==> src/rtl/sn_pkg.sv <==
package sn_pkg;

    localparam int SN_BYTES   = 8;
    localparam int SN_ADDR_W  = 8;
    localparam int SN_DATA_W  = 8;

    // seal state machine encoding
    typedef enum logic {
        ST_OPEN   = 1'b0,
        ST_SEALED = 1'b1
    } seal_state_t;

endpackage

==> src/rtl/sn_addr_dec.sv <==
module sn_addr_dec #(
    parameter int                    BYTES     = sn_pkg::SN_BYTES,
    parameter int                    ADDR_W    = sn_pkg::SN_ADDR_W,
    parameter logic [ADDR_W-1:0]     BASE_ADDR = 8'h11,
    parameter logic [ADDR_W-1:0]     CTRL_ADDR = 8'h0B
) (
    input  logic              clk,
    input  logic              por_n,
    input  logic [ADDR_W-1:0] addr_i,
    output logic [BYTES-1:0]  byte_sel_o,
    output logic              ctrl_sel_o
);

    // one compare per byte slot
    for (genvar gi = 0; gi < BYTES; gi++) begin : g_sel
        localparam logic [ADDR_W-1:0] SLOT_ADDR = ADDR_W'(BASE_ADDR + gi);
        assign byte_sel_o[gi] = (addr_i == SLOT_ADDR);
    end

    assign ctrl_sel_o = (addr_i == CTRL_ADDR);

    AST_SEL_EXCLUSIVE: assert property (@(posedge clk) disable iff (!por_n)
        $onehot0({byte_sel_o, ctrl_sel_o}));

endmodule

==> src/rtl/sn_seal_fsm.sv <==
module sn_seal_fsm #(
    parameter int DATA_W   = sn_pkg::SN_DATA_W,
    parameter int SEAL_BIT = 7
) (
    input  logic              clk,
    input  logic              por_n,
    input  logic              wr_i,
    input  logic              ctrl_sel_i,
    input  logic [DATA_W-1:0] wdata_i,
    output logic              sealed_o
);
    import sn_pkg::*;

    seal_state_t state_q, state_d;
    logic        seal_req;

    assign seal_req = wr_i && ctrl_sel_i && wdata_i[SEAL_BIT];

    // state register
    always_ff @(posedge clk or negedge por_n) begin
        if (!por_n) state_q <= ST_OPEN;
        else        state_q <= state_d;
    end

    // next state: SEAL is the only transition
    always_comb begin
        state_d = state_q;
        unique case (state_q)
            ST_OPEN:   if (seal_req) state_d = ST_SEALED;
            ST_SEALED: state_d = ST_SEALED;
            default:   state_d = ST_OPEN;
        endcase
    end

    // outputs
    always_comb begin
        sealed_o = 1'b0;
        unique case (state_q)
            ST_OPEN:   sealed_o = 1'b0;
            ST_SEALED: sealed_o = 1'b1;
            default:   sealed_o = 1'b0;
        endcase
    end

    AST_SEAL_TAKES: assert property (@(posedge clk) disable iff (!por_n)
        (wr_i && ctrl_sel_i && wdata_i[SEAL_BIT]) |=> sealed_o);

    AST_SEAL_STICKY: assert property (@(posedge clk) disable iff (!por_n)
        sealed_o |=> sealed_o);

    AST_CLEAR_BIT_NO_EFFECT: assert property (@(posedge clk) disable iff (!por_n)
        (!sealed_o && !(wr_i && ctrl_sel_i && wdata_i[SEAL_BIT])) |=> !sealed_o);

endmodule

==> src/rtl/sn_byte_bank.sv <==
module sn_byte_bank #(
    parameter int BYTES  = sn_pkg::SN_BYTES,
    parameter int DATA_W = sn_pkg::SN_DATA_W
) (
    input  logic                         clk,
    input  logic                         por_n,
    input  logic                         wr_i,
    input  logic [BYTES-1:0]             byte_sel_i,
    input  logic                         sealed_i,
    input  logic [DATA_W-1:0]            wdata_i,
    output logic [BYTES-1:0][DATA_W-1:0] bytes_o
);

    logic [BYTES-1:0][DATA_W-1:0] mem_q;

    for (genvar gi = 0; gi < BYTES; gi++) begin : g_byte
        logic wr_ok;
        assign wr_ok = wr_i && byte_sel_i[gi] && !sealed_i;

        always_ff @(posedge clk or negedge por_n) begin
            if (!por_n)     mem_q[gi] <= '0;
            else if (wr_ok) mem_q[gi] <= wdata_i;
        end

        AST_BYTE_WRITE: assert property (@(posedge clk) disable iff (!por_n)
            (wr_i && byte_sel_i[gi] && !sealed_i) |=> (mem_q[gi] == $past(wdata_i)));
    end

    assign bytes_o = mem_q;

    AST_NO_WRITE_SEALED: assert property (@(posedge clk) disable iff (!por_n)
        sealed_i |=> $stable(mem_q));

    AST_IDLE_STABLE: assert property (@(posedge clk) disable iff (!por_n)
        !(wr_i && |byte_sel_i) |=> $stable(mem_q));

endmodule

==> src/rtl/sn_store.sv <==
module sn_store #(
    parameter int                   BYTES     = sn_pkg::SN_BYTES,
    parameter int                   ADDR_W    = sn_pkg::SN_ADDR_W,
    parameter int                   DATA_W    = sn_pkg::SN_DATA_W,
    parameter logic [ADDR_W-1:0]    BASE_ADDR = 8'h11,
    parameter logic [ADDR_W-1:0]    CTRL_ADDR = 8'h0B,
    parameter int                   SEAL_BIT  = 7
) (
    input  logic              clk,
    input  logic              por_n,
    input  logic [ADDR_W-1:0] reg_addr,
    input  logic [DATA_W-1:0] reg_wdata,
    input  logic              reg_we,
    output logic [DATA_W-1:0] reg_rdata
);

    logic [BYTES-1:0]             byte_sel;
    logic                         ctrl_sel;
    logic                         sealed;
    logic [BYTES-1:0][DATA_W-1:0] bytes;
    logic [DATA_W-1:0]            ctrl_view;

    sn_addr_dec #(
        .BYTES    (BYTES),
        .ADDR_W   (ADDR_W),
        .BASE_ADDR(BASE_ADDR),
        .CTRL_ADDR(CTRL_ADDR)
    ) u_dec (
        .clk       (clk),
        .por_n     (por_n),
        .addr_i    (reg_addr),
        .byte_sel_o(byte_sel),
        .ctrl_sel_o(ctrl_sel)
    );

    sn_seal_fsm #(
        .DATA_W  (DATA_W),
        .SEAL_BIT(SEAL_BIT)
    ) u_fsm (
        .clk       (clk),
        .por_n     (por_n),
        .wr_i      (reg_we),
        .ctrl_sel_i(ctrl_sel),
        .wdata_i   (reg_wdata),
        .sealed_o  (sealed)
    );

    sn_byte_bank #(
        .BYTES (BYTES),
        .DATA_W(DATA_W)
    ) u_bank (
        .clk       (clk),
        .por_n     (por_n),
        .wr_i      (reg_we),
        .byte_sel_i(byte_sel),
        .sealed_i  (sealed),
        .wdata_i   (reg_wdata),
        .bytes_o   (bytes)
    );

    // control register view: only the seal flag is implemented
    always_comb begin
        ctrl_view           = '0;
        ctrl_view[SEAL_BIT] = sealed;
    end

    // read mux
    always_comb begin
        reg_rdata = '0;
        if (ctrl_sel) reg_rdata = ctrl_view;
        for (int i = 0; i < BYTES; i++) begin
            if (byte_sel[i]) reg_rdata = bytes[i];
        end
    end

    AST_UNMAPPED_QUIET: assert property (@(posedge clk) disable iff (!por_n)
        (!ctrl_sel && byte_sel == '0) |-> (reg_rdata == '0));

    AST_CTRL_LOW_BITS: assert property (@(posedge clk) disable iff (!por_n)
        ctrl_sel |-> ((reg_rdata & ~(DATA_W'(1) << SEAL_BIT)) == '0));

endmodule

==> config.mk <==
export PLATFORM = sky130hd
export DESIGN_NAME = sn_store
export DESIGN_NICKNAME = d
export VERILOG_FILES = /design/src/rtl/sn_pkg.sv /design/src/rtl/sn_addr_dec.sv /design/src/rtl/sn_seal_fsm.sv /design/src/rtl/sn_byte_bank.sv /design/src/rtl/sn_store.sv
export SDC_FILE = /design/constraint.sdc
export NUM_CORES = 1
export LEC_CHECK = 0
export CAP_MARGIN = 20
export CORE_UTILIZATION = 45
export CTS_BUF_LIST = sky130_fd_sc_hd__clkbuf_16
export CTS_CLUSTER_DIAMETER = 60
export CTS_CLUSTER_SIZE = 25
export DETAILED_ROUTE_END_ITERATION = 16
export GPL_TIMING_DRIVEN = 0
export PLACE_DENSITY_LB_ADDON = 0.05
export SYNTH_ARGS = -nofsm -noshare
export SYNTH_HDL_FRONTEND = slang
export SYNTH_SLANG_ARGS = --single-unit
==> constraint.sdc <==
create_clock -name clk -period 2.95 [get_ports clk]
set_input_delay 0.59 -clock clk [delete_from_list [all_inputs] [get_ports clk]]
set_output_delay 0.59 -clock clk [all_outputs]
set_load 0.005 [all_outputs]
==> After elaboration in Yosys (flattened, before gate mapping) <==
Index checks and enable logic that the tools add are counted.
{ "op_classes": {"add_sub_neg": 0, "mul": 0, "n_div": 0, "order_cmp": 0, "eq_ne": 9, "shifts": 0, "n_mux": 12, "bitwise": 1, "n_reduce_logical": 19} }
{ "op_table": {"columns": ["operator", "n"], "rows": [
  ["8-bit 2-to-1 mux", 9],
  ["8-bit by 5-bit equality test with 1-bit output (second input constant)", 8],
  ["1-bit logical AND", 18],
  ["8-bit by 4-bit equality test with 1-bit output (second input constant)", 1],
  ["1-bit one-hot mux with 2 select lines", 2],
  ["1-bit logical NOT", 1],
  ["1-bit 2-to-1 mux", 1],
  ["1-bit NOT", 1]
]} }
{ "word_totals": {"reg_bits": 65, "latch_bits": 0, "ram_bits": 0, "mem_bits_ro": 0, "output_inout_bits": 8, "n_memories": 0} }

==> Logic depth before layout (Yosys ltp) <==
Gate-level depths: netlist of run 1.
{ "depth": {"word_depth": 11, "ltp_mapped": 7, "mapped_depth_nobuf": 4} }

==> By module <==
A second synthesis of run 1 with hierarchy kept.
{ "hier_totals": {"hier_cells": 244, "hier_area_um2": 3223.1} }
{ "modules_own_cells": {"columns": ["module", "instances", "cells_each", "area_per_inst_um2", "seq_area_each_um2"], "rows": [
  ["sn_byte_bank", 1, 137, 2493.6, 1601.5],
  ["sn_store", 1, 89, 580.6, 0.0],
  ["sn_addr_dec", 1, 16, 115.1, 0.0],
  ["sn_seal_fsm", 1, 2, 33.8, 25.0]
]} }

==> Least setup slack after synthesis of run 1 <==
Ideal clock, no wire load.
{ "synth_timing": {"path_type": "input to output", "start": "input port reg_addr[0]", "end": "output port reg_rdata[2]", "arrival_time_ns": 1.893, "required_ns": 2.360, "setup_slack_ns": 0.467, "cell_stages": 6, "path_buffers": 2, "cell_sequence": "buf_2 buf_2 mux2_2 a221oi_1 a31oi_1 a32o_1"} }
{ "synth_via": {"elab_chain_len": 9} }
{ "synth_lines": {"columns": ["element", "line_no", "rtl"], "rows": [
  ["from (decl)", "sn_store.sv:11", "input logic [ADDR_W-1:0] reg_addr,"],
  ["8-bit by 5-bit equality test with 1-bit output", "sn_addr_dec.sv:17", "assign byte_sel_o[gi] = (addr_i == SLOT_ADDR);"],
  ["8-bit 2-to-1 mux (7 in series)", "sn_store.sv:72", "if (byte_sel[i]) reg_rdata = bytes[i];"],
  ["8-bit 2-to-1 mux (*)", "sn_store.sv:72", null],
  ["to (decl)", "sn_store.sv:14", "output logic [DATA_W-1:0] reg_rdata"]
]} }
Every way passes the cells marked *; elsewhere a longest branch is shown, timed or not.

==> Final worst setup path of run 1 <==
{ "layout_timing": {"start": "input port reg_addr[6]", "end": "output port reg_rdata[2]"} }
The elaborated chain is that of the path after synthesis.

==> results of run 1 <==
-- flip-flops by register name, summed over array words and instances (netlist names) --
| name | flops |
|---|---|
| u_fsm.state_q | 1 |
| u_bank.bytes_o | 64 |
-- routing by layer --
| metal | track usage [%] | up-vias | routed length, µm |
|---|---|---|---|
| met5 | 0 | - | 0 |
| met4 | 12.9 | 0 | 243 |
| met3 | 5.88 | 15 | 188 |
| met2 | 34.6 | 36 | 3600 |
| met1 | 31.2 | 1108 | 3750 |
| li1 | - | 969 | - |
-- power groups by stage --
stage / registers [mW] / clock network (mW) / logic (mW)
detailed placement: 0.971 / 0 / 0.185
global placement: 0.970 / 0 / 0.182
floorplan: 0.964 / 0 / 0.106
CTS: 0.956 / 1.13 / 0.205
global route: 0.961 / 1.18 / 0.226
finish: 0.956 / 1.10 / 0.208
-- area by class of cell --
cell class	count	area [µm²]	area share [%]
plain buffers	11	110	2.65
repair buffers	38	373	8.96
clock inverters	7	86.3	2.07
multi-input cells	154	1620	39.0
well taps	96	120	2.89
clock buffers	9	225	5.41
flip-flops and latches	65	1630	39.1
-- cells in the final DEF, fill, tap and decap left out, types with 2 or more instances in the layout --
master	count
clkbuf_16	9
a211o_1	2
clkdlybuf4s50_1	12
nor2b_1	4
o2bb2ai_1	2
nand2_1	9
mux4_2	5
nor2_2	2
buf_12	2
clkbuf_4	2
dfrtp_1	65
bufinv_16	2
buf_2	3
o21ai_0	7
nand2b_1	6
mux2_2	55
nor3b_1	2
buf_6	2
a31oi_1	2
buf_4	15
a22oi_1	5
and4b_1	2
a22o_1	5
dlygate4sd2_1	6
a21oi_1	3
mux2_4	16
clkinv_2	2
dlymetal6s2s_1	5
and2b_2	2
-- cell families (layout without fill, tap and decap cells) --
kind of cell           Yosys count  in the layout  synth area share, %
muxes                           76             76                 29.9
DFF                             65             65                 50.1
and+or+nand+nor                 42             43                 10.2
buffers and inverters           13             65                 1.96
AOI/OAI and AO/OA               35             35                 7.86
-- stage by stage --
step           power [mW]  worst slack, ps  utilization (%)
2_1_floorplan        1.07              467                -
3_3_place_gp         1.15             -980             52.7
3_5_place_dp         1.16             -713             52.7
4_1_cts              2.29             8.23             59.6
5_1_grt              2.36             1.46             60.6
6_report             2.27             51.7             60.6
-- timing repair --
action,4_1_cts,5_1_grt
gates cloned,3,0
endpoints found under the setup margin,8,7
pin swaps,6,2
setup buffers,5,6
resized for setup,35,11
hold endpoints to repair,0,0
-- how the worst min path moves through the flow --
stage                        from                 end  slack [ps]
6_report                    por_n  u_bank.bytes_o[57]         350
4_1_cts                     por_n  u_bank.bytes_o[22]         400
5_1_grt                     por_n  u_bank.bytes_o[57]         440
3_5_place_dp   u_bank.bytes_o[44]  u_bank.bytes_o[44]         490
2_1_floorplan               por_n   u_bank.bytes_o[0]         290
3_3_place_gp   u_bank.bytes_o[40]  u_bank.bytes_o[40]         480
==> out/metrics.cfg, run 1 <==
[timing]
fmax_mhz=345
slew_headroom_pct=44.0
finalMaxSlewViolations=0
rsz0062_at_grt=no
setup_tns_ps=0
holdWs_ps=352
tightest_slew_ps=839
timing.final.crit_share_pct=98.2
report.final.setup_viol=0
skew_ps=3.86
period_minus_slack_ps=2900
finalHoldViolCount=0

[clock_tree]
numCtsBuffers=9
clock_latency_ps=320
ctsHtreeMaxLevel=3
clkSinkCount=65
holdBufCountCts=0
cts_tree=done
cts.path.max_buffers=2
clock-root-buffer=clkbuf_16
clkTransAtPathRegs_ps=50

[worst_setup_path]
crit_start=reg_addr[6]
path_cells=dlygate4sd2_1 > or4_4 > nor2_4 > a32o_1 > clkdlybuf4s50_1
worstSetupEndpoint=reg_rdata[2]
critPathRequiredTime_ps=2360
crit_arrival_ps=2310
worstReg2RegEnd=u_bank.bytes_o[21]
max_stage_delay_ps=630
crit_cells=5
critPathKind=in -> out
cp-start-kind=input pin
path_delay_family=simple AND/OR/NAND/NOR gates
cp_slowest_cell=or4_4
end_kind=output port
rr_startpoint=u_fsm.state_q
crit_buf_inv=2
ff2ff_setup_slack_ps=960
cp_max_fo=5
r2r_cells=4

[drt]
first_pass_iters=4
routed_wl_um=7780
drc=0
vias_per_cell=5.60
vias=2128
ant_nets=0
drtIter0Drc=55
post_drt_wl_per_cell_um=20.5

[yosys]
ys_ff_latch=65
synthFlopType=dfrtp_1
ys_top_cells_by_area=dfrtp_1, mux2_2, mux2_4
syn_inst=231
synth-edff-count=0
async_reset_ff_share_pct=100
syn_area_um2=3250
seq_area_frac_synth_pct=50.1
synth.most_common_cell=dfrtp_1
avgSynthCellArea_um2=14.1
synth_fp_nets=250
synth_cell_types=42
synth_commonest_cells=dfrtp_1, mux2_2, mux2_4
yosys_warnings=0
synth_top_area_share_pct=50.1
synth_area_leader_cell=dfrtp_1

[global_routing]
track_usage_pct=23.3
grt_max_degree=66
overflow=0
antenna_found_initial=0
grt_pass1_wl_um=12500
first_global_vias=2311

[run]
cap_violations=0

[floorplan]
dieHeight_um=87.0
chipWidth_um=87.0
rows=30
fp.coreArea_um2=6870
die-area_um2=7560
io_pins=27
initial_core_util_pct=47.3

[pwr]
switching_share_pct=21.7
intPower_mw=1.77
power_per_cell_area_nw_per_um2=545
p_switching_mw=0.492
seqPwrFrac_pct=42.2
p_comb_share_pct=9.2
peakVddDrop_uv=472
leakage_nw=2.08
clockPowerShare_pct=48.7

[place]
dp_hpwl_um=4580
place.port_buffers=25
dp.cells=352
gp_congestion=0.775
dpl-instance-area_um2=3620

[final_layout]
drive_gt1_share_pct=48.2
nNetsFinal=298
diodes=0
fillers=560
areaGrowthSynthToFinish_pct=28.1
final_cells=380
final_area_um2=4160

[hold_path]
hp-class=in -> async

[status]
outcome=finished clean

(Power assumes the default switching activity.)
==> inputs of run 2 (changes only) <==
Settings changed: TNS_END_PERCENT set to 100.
==> results of run 2 <==
Same layout as run 1: the final DEF is identical, and so are final timing and power.
